## config.mk

```make
export PLATFORM = sky130hd
export DESIGN_NAME = i2c_write_master
export DESIGN_NICKNAME = d
export VERILOG_FILES = /design/src/rtl/i2cw_pkg.sv /design/src/rtl/i2cw_datapath.sv /design/src/rtl/i2cw_control.sv /design/src/rtl/i2c_write_master.sv
export SDC_FILE = /design/constraint.sdc
export NUM_CORES = 1
export LEC_CHECK = 0
export BUFFER_PORTS_ARGS = -buffer_cell sky130_fd_sc_hd__buf_2
export CORE_MARGIN = 2
export CORE_UTILIZATION = 52
export DETAILED_ROUTE_END_ITERATION = 10
export GPL_ROUTABILITY_DRIVEN = 0
export GPL_TIMING_DRIVEN = 1
export PLACE_DENSITY = 0.76
export SLEW_MARGIN = 20
export SYNTH_ARGS = -nofsm -noshare
export SYNTH_HDL_FRONTEND = slang
export SYNTH_SLANG_ARGS = --single-unit
```

## constraint.sdc

```tcl
create_clock -name clk -period 1.6 [get_ports clk]
set_input_delay 0.08 -clock clk [delete_from_list [all_inputs] [get_ports clk]]
set_output_delay 0.08 -clock clk [all_outputs]
set_load 0.02 [all_outputs]
```

## src/rtl/i2cw_pkg.sv

```systemverilog
package i2cw_pkg;
  localparam int BYTE_W = 8;
  localparam int SLV_AW = 7;
  localparam int STAT_W = 3;
  localparam int STAT_DONE = 0;
  localparam int STAT_READY = 1;
  localparam int STAT_NACK = 2;
  localparam logic [2:0] BIT_LAST = 3'd7;

  localparam logic [2:0] RA_START = 3'd0;
  localparam logic [2:0] RA_TX = 3'd1;
  localparam logic [2:0] RA_STATUS = 3'd2;
  localparam logic [2:0] RA_IEN = 3'd3;
  localparam logic [2:0] RA_IDIS = 3'd4;
  localparam logic [2:0] RA_MASK = 3'd5;
  localparam logic [2:0] RA_DIV = 3'd6;

  typedef enum logic [2:0] {
    ST_IDLE,
    ST_START,
    ST_BITS,
    ST_ACK,
    ST_STOP
  } busState_t;

  typedef struct packed {
    logic loadAddr;
    logic loadHold;
    logic shift;
    logic nackHit;
    logic stopBegin;
    logic stopDone;
  } ctlStrobe_t;
endpackage

```

## src/rtl/i2cw_datapath.sv

```systemverilog
module i2cw_datapath
  import i2cw_pkg::*;
#(
  parameter int DIV_W = 8,
  parameter int DIV_RESET = 49
) (
  input  logic                clk,
  input  logic                rstN,
  input  logic                regWr,
  input  logic                regRd,
  input  logic [2:0]          regAddr,
  input  logic [BYTE_W-1:0]   regWdata,
  output logic [BYTE_W-1:0]   regRdata,
  input  logic                dmaWr,
  input  logic [BYTE_W-1:0]   dmaData,
  output logic                dmaReq,
  output logic                irq,
  input  ctlStrobe_t          strobe,
  output logic                tick,
  output logic                startPend,
  output logic                holdFull,
  output logic                shiftMsb,
  output logic [STAT_W-1:0]   statusVec,
  output logic [STAT_W-1:0]   maskVec
);
  logic [DIV_W-1:0]  divVal;
  logic [DIV_W-1:0]  divCnt;
  logic [BYTE_W-1:0] holdReg;
  logic [BYTE_W-1:0] shifter;
  logic [SLV_AW-1:0] slaveAddr;
  logic              active;
  logic              doneFlag;
  logic              nackFlag;
  logic [STAT_W-1:0] maskReg;

  logic wrStart, wrTx, wrIen, wrIdis, wrDiv, rdStatus, holdWr;
  logic [BYTE_W-1:0] holdNext;

  assign wrStart  = regWr && (regAddr == RA_START);
  assign wrTx     = regWr && (regAddr == RA_TX);
  assign wrIen    = regWr && (regAddr == RA_IEN);
  assign wrIdis   = regWr && (regAddr == RA_IDIS);
  assign wrDiv    = regWr && (regAddr == RA_DIV);
  assign rdStatus = regRd && (regAddr == RA_STATUS);
  assign holdWr   = dmaWr || wrTx;
  assign holdNext = dmaWr ? dmaData : regWdata;

  // bit-phase tick generator
  assign tick = (divCnt == divVal);
  always_ff @(posedge clk or negedge rstN) begin
    if (!rstN) begin
      divCnt <= '0;
      divVal <= DIV_W'(DIV_RESET);
    end else begin
      divCnt <= tick ? '0 : divCnt + 1'b1;
      if (wrDiv) divVal <= regWdata[DIV_W-1:0];
    end
  end

  // holding register and shifter
  always_ff @(posedge clk or negedge rstN) begin
    if (!rstN) begin
      holdReg  <= '0;
      holdFull <= 1'b0;
      shifter  <= '1;
    end else begin
      if (holdWr) begin
        holdReg  <= holdNext;
        holdFull <= 1'b1;
      end else if (strobe.loadHold || strobe.nackHit) begin
        holdFull <= 1'b0;
      end
      if (strobe.loadAddr)      shifter <= {slaveAddr, 1'b0};
      else if (strobe.loadHold) shifter <= holdReg;
      else if (strobe.shift)    shifter <= {shifter[BYTE_W-2:0], 1'b1};
    end
  end

  // transaction session and flags
  always_ff @(posedge clk or negedge rstN) begin
    if (!rstN) begin
      slaveAddr <= '0;
      startPend <= 1'b0;
      active    <= 1'b0;
      doneFlag  <= 1'b0;
      nackFlag  <= 1'b0;
      maskReg   <= '0;
    end else begin
      if (wrStart) begin
        slaveAddr <= regWdata[SLV_AW-1:0];
        startPend <= 1'b1;
      end else if (strobe.loadAddr) begin
        startPend <= 1'b0;
      end

      if (wrStart) active <= 1'b1;
      else if (strobe.stopBegin || strobe.nackHit) active <= 1'b0;

      if (holdWr) doneFlag <= 1'b0;
      else if (strobe.nackHit || (strobe.stopDone && !holdFull)) doneFlag <= 1'b1;

      if (strobe.nackHit) nackFlag <= 1'b1;
      else if (rdStatus)  nackFlag <= 1'b0;

      if (wrIen)       maskReg <= maskReg | regWdata[STAT_W-1:0];
      else if (wrIdis) maskReg <= maskReg & ~regWdata[STAT_W-1:0];
    end
  end

  always_comb begin
    statusVec = '0;
    statusVec[STAT_DONE]  = doneFlag;
    statusVec[STAT_READY] = !holdFull;
    statusVec[STAT_NACK]  = nackFlag;
  end

  assign maskVec  = maskReg;
  assign shiftMsb = shifter[BYTE_W-1];
  assign dmaReq   = active && !holdFull;
  assign irq      = |(statusVec & maskReg);

  always_comb begin
    case (regAddr)
      RA_STATUS: regRdata = BYTE_W'(statusVec);
      RA_MASK:   regRdata = BYTE_W'(maskReg);
      RA_DIV:    regRdata = BYTE_W'(divVal);
      default:   regRdata = '0;
    endcase
  end
endmodule

```

## src/rtl/i2cw_control.sv

```systemverilog
module i2cw_control
  import i2cw_pkg::*;
(
  input  logic       clk,
  input  logic       rstN,
  input  logic       tick,
  input  logic       startPend,
  input  logic       holdFull,
  input  logic       shiftMsb,
  input  logic       sdaIn,
  output ctlStrobe_t strobe,
  output logic       sclOut,
  output logic       sdaOut,
  output busState_t  busState
);
  busState_t   st;
  logic [1:0]  q;
  logic [2:0]  bitCnt;
  logic        ackNack;

  assign busState = st;

  always_ff @(posedge clk or negedge rstN) begin
    if (!rstN) begin
      st      <= ST_IDLE;
      q       <= '0;
      bitCnt  <= '0;
      ackNack <= 1'b0;
    end else if (tick) begin
      case (st)
        ST_IDLE: begin
          q <= 2'd0;
          if (startPend) st <= ST_START;
        end
        ST_START: begin
          q <= q + 2'd1;
          if (q == 2'd3) begin
            st     <= ST_BITS;
            bitCnt <= BIT_LAST;
          end
        end
        ST_BITS: begin
          q <= q + 2'd1;
          if (q == 2'd3) begin
            if (bitCnt == 3'd0) st <= ST_ACK;
            else bitCnt <= bitCnt - 3'd1;
          end
        end
        ST_ACK: begin
          q <= q + 2'd1;
          if (q == 2'd2) ackNack <= sdaIn;
          if (q == 2'd3) begin
            if (ackNack || !holdFull) st <= ST_STOP;
            else begin
              st     <= ST_BITS;
              bitCnt <= BIT_LAST;
            end
          end
        end
        ST_STOP: begin
          q <= q + 2'd1;
          if (q == 2'd3) st <= ST_IDLE;
        end
        default: st <= ST_IDLE;
      endcase
    end
  end

  always_comb begin
    strobe = '0;
    if (tick) begin
      case (st)
        ST_IDLE: strobe.loadAddr = startPend;
        ST_BITS: strobe.shift = (q == 2'd3) && (bitCnt != 3'd0);
        ST_ACK: begin
          if (q == 2'd3) begin
            if (ackNack) begin
              strobe.nackHit   = 1'b1;
              strobe.stopBegin = 1'b1;
            end else if (holdFull) begin
              strobe.loadHold = 1'b1;
            end else begin
              strobe.stopBegin = 1'b1;
            end
          end
        end
        ST_STOP: strobe.stopDone = (q == 2'd3);
        default: ;
      endcase
    end
  end

  // line levels: SCL low in quarters 0-1, high in 2-3
  always_comb begin
    case (st)
      ST_START: begin sclOut = 1'b1; sdaOut = !q[1]; end
      ST_BITS:  begin sclOut = q[1]; sdaOut = shiftMsb; end
      ST_ACK:   begin sclOut = q[1]; sdaOut = 1'b1; end
      ST_STOP:  begin sclOut = q[1]; sdaOut = (q == 2'd3); end
      default:  begin sclOut = 1'b1; sdaOut = 1'b1; end
    endcase
  end
endmodule

```

## src/rtl/i2c_write_master.sv

```systemverilog
module i2c_write_master
  import i2cw_pkg::*;
#(
  parameter int DIV_W = 8,
  parameter int DIV_RESET = 49
) (
  input  logic       clk,
  input  logic       rstN,
  input  logic       regWr,
  input  logic       regRd,
  input  logic [2:0] regAddr,
  input  logic [7:0] regWdata,
  output logic [7:0] regRdata,
  input  logic       dmaWr,
  input  logic [7:0] dmaData,
  output logic       dmaReq,
  output logic       irq,
  output logic       sclOut,
  output logic       sdaOut,
  input  logic       sdaIn
);
  ctlStrobe_t        strobe;
  logic              tick, startPend, holdFull, shiftMsb;
  logic [STAT_W-1:0] statusVec;
  logic [STAT_W-1:0] maskVec;
  busState_t         busState;

  i2cw_datapath #(.DIV_W(DIV_W), .DIV_RESET(DIV_RESET)) dp_i (
    .clk(clk), .rstN(rstN), .regWr(regWr), .regRd(regRd), .regAddr(regAddr),
    .regWdata(regWdata), .regRdata(regRdata), .dmaWr(dmaWr), .dmaData(dmaData),
    .dmaReq(dmaReq), .irq(irq), .strobe(strobe), .tick(tick),
    .startPend(startPend), .holdFull(holdFull), .shiftMsb(shiftMsb),
    .statusVec(statusVec), .maskVec(maskVec)
  );

  i2cw_control ctl_i (
    .clk(clk), .rstN(rstN), .tick(tick), .startPend(startPend),
    .holdFull(holdFull), .shiftMsb(shiftMsb), .sdaIn(sdaIn),
    .strobe(strobe), .sclOut(sclOut), .sdaOut(sdaOut), .busState(busState)
  );
endmodule

```

Word-level counts from Yosys, hierarchy flattened

Index checks and enable logic that the tools add are counted.

Add/subtract/negate cells: 3
$mul: 0
Divide/modulo/power cells: 0
Magnitude comparators: 0
Equal/unequal tests: 21
Shift-type cells: 0
Multiplexer cells: 48
Bitwise logic cells: 4
Reduce and logical (&&, ||, !) cells: 36

Operators with widths:

| operator              | count |
|---|---|
| $mux W3               | 14 |
| $mux W8               | 5 |
| $pmux W8 S3           | 1 |
| $mux W1               | 21 |
| $pmux W3 S5           | 1 |
| $reduce_and A7 Y1     | 2 |
| $reduce_bool A2 Y1    | 7 |
| $eq A3 B2 Y1 const B  | 4 |
| $eq A3 B3 Y1 const B  | 4 |
| $ne A2 B1 Y1 const B  | 5 |
| $logic_and A1 B1 Y1   | 9 |
| $logic_not A3 Y1      | 3 |
| $pmux W3 S3           | 1 |
| $reduce_bool A3 Y1    | 3 |
| $add A8 B1 Y8 const B | 1 |
| $eq A8 B8 Y1          | 1 |
| $and A3 B3 Y3         | 2 |
| $eq A3 B1 Y1 const B  | 2 |
| $mux W6               | 1 |
| $ne A2 B2 Y1 const B  | 3 |
| $reduce_or A3 Y1      | 2 |
| $logic_or A1 B1 Y1    | 5 |
| $eq A2 B2 Y1 const B  | 2 |
| $mux W2               | 2 |
| other kinds (10)      | 11 |

Flip-flop bits (word level): 56
Bits in latches: 0
RAM bits: 0
Bits in read-only memories: 0
Bits of input ports: 25
Output and inout bits: 12
Word-level logic and storage cells: 127
Memories kept: 0

Longest topological paths before layout

Depth in word-level cells: 9
Mapped depth: 7
Depth with buffers taken out: 7

Hierarchy

From an unflattened synthesis, not the netlist that was laid out.

Cells, all modules: 301
Area total of the unflattened synthesis: 3180.6 µm²

By module, submodules not included:

| module        | instances | cells an instance | area an instance (µm²) | sequential area each (µm²) |
|---|---|---|---|---|
| i2cw_datapath | 1         | 212               | 2394.8                 | 1189.9 |
| i2cw_control  | 1         | 89                | 785.8                  | 225.2 |

Worst setup path before layout

Ideal clock, no wire load.

Path kind: register to register
From: reg ctl_i.q[1]
To: reg ctl_i.st[0] (netlist: ctl_i.busState[0])
Library setup time: 0.125 ns
Arrival time: 1.458 ns
Data required time: 1.475 ns
Slack: 0.017 ns
Cell stages (with the launch flop): 7
Path buffers: 0
Period minus slack after synthesis: 1.583 ns
Path through: dfrtp_1 ha_1 or2b_1 o21ai_0 nand2_1 o311ai_2 mux2_2

Longest elaborated chain between the ends: 3
Elaborated cells between the ends (all ways): 6
Classes of those cells: 5 x eq/ne; 1 x reduce/logical

Ends and longest elaborated chain:

| element                       | line               | text |
|---|---|---|
| start, declared               | i2cw_control.sv:17 | `logic [1:0] q;` |
| start signal, assigned        | i2cw_control.sv:36 | `q <= q + 2'd1;` |
| start signal, assigned        | i2cw_control.sv:43 | `q <= q + 2'd1;` |
| start signal, assigned        | i2cw_control.sv:50 | `q <= q + 2'd1;` |
| $eq A2 B2 Y1 *                | --                 |  |
| $ne A2 B1 Y1 (no line)        | --                 |  |
| $reduce_and A7 Y1 (no line) * | --                 |  |
| end signal, assigned          | i2cw_control.sv:38 | `st <= ST_BITS;` |
| end signal, assigned          | i2cw_control.sv:45 | `if (bitCnt == 3'd0) st <= ST_ACK;` |
| end signal, assigned          | i2cw_control.sv:62 | `if (q == 2'd3) st <= ST_IDLE;` |
| end, declared                 | i2cw_control.sv:16 | `busState_t st;` |

Mark *: on every way between the ends. The rest lies on a longest branch, timed or not.
A chain may end at the register's enable or synchronous reset.

Worst setup path after layout

From: reg ctl_i.q[0]
To: out sdaOut

Longest elaborated chain between the ends: 2

Ends and longest elaborated chain:

| element       | line                   | text |
|---|---|---|
| $eq A2 B2 Y1  | i2cw_control.sv:99     | `ST_STOP: begin sclOut = q[1]; sdaOut = (q == 2'd3); end` |
| $pmux W1 S3   | i2cw_control.sv:95     | `case (st)` |
| end, declared | i2c_write_master.sv:19 | `output logic sdaOut,` |

Every way passes these cells.

==> metrics.md <==
| Metric | Value |
|---|---|
| Maxcap violations | 0 |
| FF-to-FF End | dp_i.holdFull |
| Clk pwr share | 0.193 |
| HP Start | dmaData[7] |
| Chip height | 79.5 um |
| Vias in the first global route | 2402 |
| DR pass1 iterations | 4 |
| Initial drt markers | 110 |
| Syn_nets | 304 |
| Critical-path maximum fanout | 2 |
| Largest net degree at the start of global routing | 57 |
| Hold Crit Depth | 3 |
| Syn-to-layout area delta | 28.9% |
| Sw frac | 0.313 |
| Async SR Flop Fraction | 1.00 |
| Reg clk slew, reported paths | approximately 100 ps |
| YS warnings | 0 |
| Fmax | 0.548 GHz |
| Failing checks | negative setup slack |
| Die span in x | just under 80 um |
| Power per Cell Area | approximately 1100 nW/um2 |
| Post-synth top area cell | dfrtp_1 |
| Clock latency at the later pin of the worst-skew pair | 310 ps |
| Post-synth EDFFs | 0 |
| Crit path launch type | register |
| Post-Layout Cell Count | 424 |
| Internal power | a little under 3 mW |
| WHS | roughly 21 ps |
| Tmin final | 1830 ps |
| Vias | around 2.4k |
| Num CTS Buffers | 5 |
| Drt total wl | around 7 mm |
| Post-Route Skew | 12.3 ps |
| Share of layout cells above drive strength 1 | 0.392 |
| Grt ovf | 0 |
| P_leak | 1.64 nW |
| Critical Path RT | 1520 ps |
| Max Transition Viols Final | 0 |
| Mapped Area | 2970 um2 |
| DR WL/cell | 16.8 um |
| Ant. Diodes | 0 |
| HP Class | input port to register |
| Remaining DRCs | 0 |
| Htree depth | 2 |
| Post-route ant nets | 0 |
| Vias/cell | 5.67 |
| Outcome | finished with violations |
| Final Hold Fails | 0 |
| Area of the core | 5510 um2 |
| Port-buffer cells | 36 |
| Mapped Cells | 274 |
| Clock Tree Buf Depth | 2 |
| Comb power frac | 0.324 |
| RSZ-0062 raised after global routing | yes |
| Tot GR Track Use | 0.235 |
| Global-route wire length before repair | 11.5 mm |
| Nets | 381 |
| Total design power | 4.32 mW |
| Post-route setup slack | -225 ps |
| CP arrival | 1750 ps |
| Reg2reg path depth | 6 |
| Root buf cell | clkbuf_8 |
| Top-area cell type share of the netlist area | 0.380 |
| Top Ports | 37 |
| Initial antenna violation count | 0 |
| Final setup violation count | 21 |
| Die area | 6320 um2 |
| Fin util | 0.694 |
| Maximum vdd drop | around 0.73 mV |
| Initial core utilization | 0.539 |
| Seq/Total Area, Yosys | 0.477 |
| HPWL after DPL | 4.84 mm |
| Distinct cells, synth | approximately 50 |
| Rows | 27 |
| Avg Cell Area, Syn | around 11 um2 |
| Relative slew margins | 0.611 |
| Placed cells | just over 400 |
| Sw power | 1.35 mW |
| Crit. End Element | primary output |
| Post-route cell area | 3820 um2 |
| Setup TNS | -1900 ps |
| Ys flop type | dfrtp_1 |
| FF+latch count, synth | 56 |
| R2R Path Start | dp_i.divVal[2] |
| CTS sink count | 56 |
| Hold Path End | dp_i.holdReg[7] |
| R2r setup slk | -150 ps |
| Final period util | 1.14 |
| CTS tree | yes |
| Seq pwr share | 0.483 |
| Dominant cells by area after synthesis | dfrtp_1 (38%), dfstp_2 (9.7%), mux2_2 (6.1%) |
| Pre-CTS setup slack | -133 ps |
| Slew of the pin with the lowest slew margin | 577 ps |
| Cell Area, Placed | about 3400 um2 |
| Crit path kind | register to primary output |
[flip-flops by register name (all words and copies together) (netlist names), named ones only]
signal          count
ctl_i.busState      3
dp_i.divVal         8
dp_i.divCnt         8
dp_i.startPend      1
dp_i.active         1
ctl_i.ackNack       1
dp_i.nackFlag       1
dp_i.holdFull       1
ctl_i.bitCnt        3
dp_i.shifter        8
ctl_i.q             2
dp_i.slaveAddr      7
dp_i.holdReg        8
dp_i.doneFlag       1
[critical path, stage by stage, from the launching register on]
cell and delay [ps]:
dfrtp_1 400, ha_2 190, or2b_1 240, buf_6 130, nor2_4 70, a31oi_1 50
o22a_1 230, buf_6 130
[layer usage]
metal | vias to the layer above | wire, um | share of wire | track usage
li1 | 1159 | - | - | -
met1 | 1176 | 3140 | 0.44 | 0.310
met2 | 53 | 3590 | 0.50 | 0.383
met3 | 17 | 204 | 0.029 | 0.0441
met4 | 0 | 171 | 0.024 | 0.0948
met5 | - | 0 | 0 | 0
[layout make-up]
cell class	count	area (um2)
Clock buffer	8	100
Fill cell	401	1680
Inverter	4	15.0
Multi-Input combinational cell	201	1610
Sequential cell	56	1420
Tap cell	72	90.1
Timing Repair Buffer	83	593
[power by group through the flow]
stage | logic [mW] | clock network, mW | registers, mW
detailed placement | 1.21 | 0 | 2.09
global placement | 1.18 | 0 | 2.08
finish | 1.40 | 0.835 | 2.09
CTS | 1.31 | 0.859 | 2.08
floorplan | 0.746 | 0 | 2.03
global route | 1.53 | 0.915 | 2.13
[how the worst max path moves through the flow]
stage                             end           start
finish                         sdaOut      ctl_i.q[0]
global route                   sdaOut      ctl_i.q[0]
CTS                            sdaOut      ctl_i.q[1]
detailed placement    dp_i.shifter[2]  dp_i.divVal[0]
global placement      dp_i.shifter[3]  dp_i.divVal[0]
floorplan           ctl_i.busState[0]      ctl_i.q[1]
[cells in the mapped netlist (2+ instances only)]
library cell / instances
o32a_1: 2
nand4_1: 2
and3_1: 10
o22a_1: 4
nand3_2: 2
nand3_1: 19
clkbuf_1: 3
o2bb2ai_1: 3
dfrtp_1: 45
o22ai_1: 7
a31oi_1: 4
ha_1: 5
a21oi_1: 4
mux2i_1: 9
mux2_2: 16
nand2b_1: 2
xnor2_1: 9
nand2_1: 27
nor2_2: 2
nor3b_1: 2
buf_1: 2
dfstp_2: 11
o221a_1: 7
buf_2: 3
a21o_1: 3
nor3_1: 3
buf_4: 4
nor2b_1: 6
xor2_1: 5
a22o_1: 7
nor2_1: 10
inv_1: 3
o21ai_0: 16
or2b_1: 2
[logic make-up after synthesis]
group / after synthesis / synth area share
AO/OA/AOI/OAI: 63 / 0.162
XOR/XNOR: 14 / 0.0414
adder cells (fa/ha/maj): 5 / 0.0211
buffers and inverters: 17 / 0.0304
flip-flops: 56 / 0.477
multiplexers: 26 / 0.0949
AND/OR/NAND/NOR: 93 / 0.173
[what timing repair did]
action	4_1_cts	5_1_grt
setup endpoints to repair	18	23
buffers inserted	1	2
pin swaps	9	10
resized for setup	23	13
hold endpoints to repair	52	1
hold buffers	8	1
[placed cells by master, fill, tap and decap left out, drive strengths merged, types with 9 or more instances in the layout]
master       synthesis  layout
xnor2                9       9
dlygate4sd3          0       9
mux2                17      17
dfstp               11      11
mux2i                9       9
buf                 10      74
dfrtp               45      45
nand2               28      28
and3                10      10
nor2                12      12
nand3               21      21
o21ai               17      17
Power figures use the tool's default switching activity.
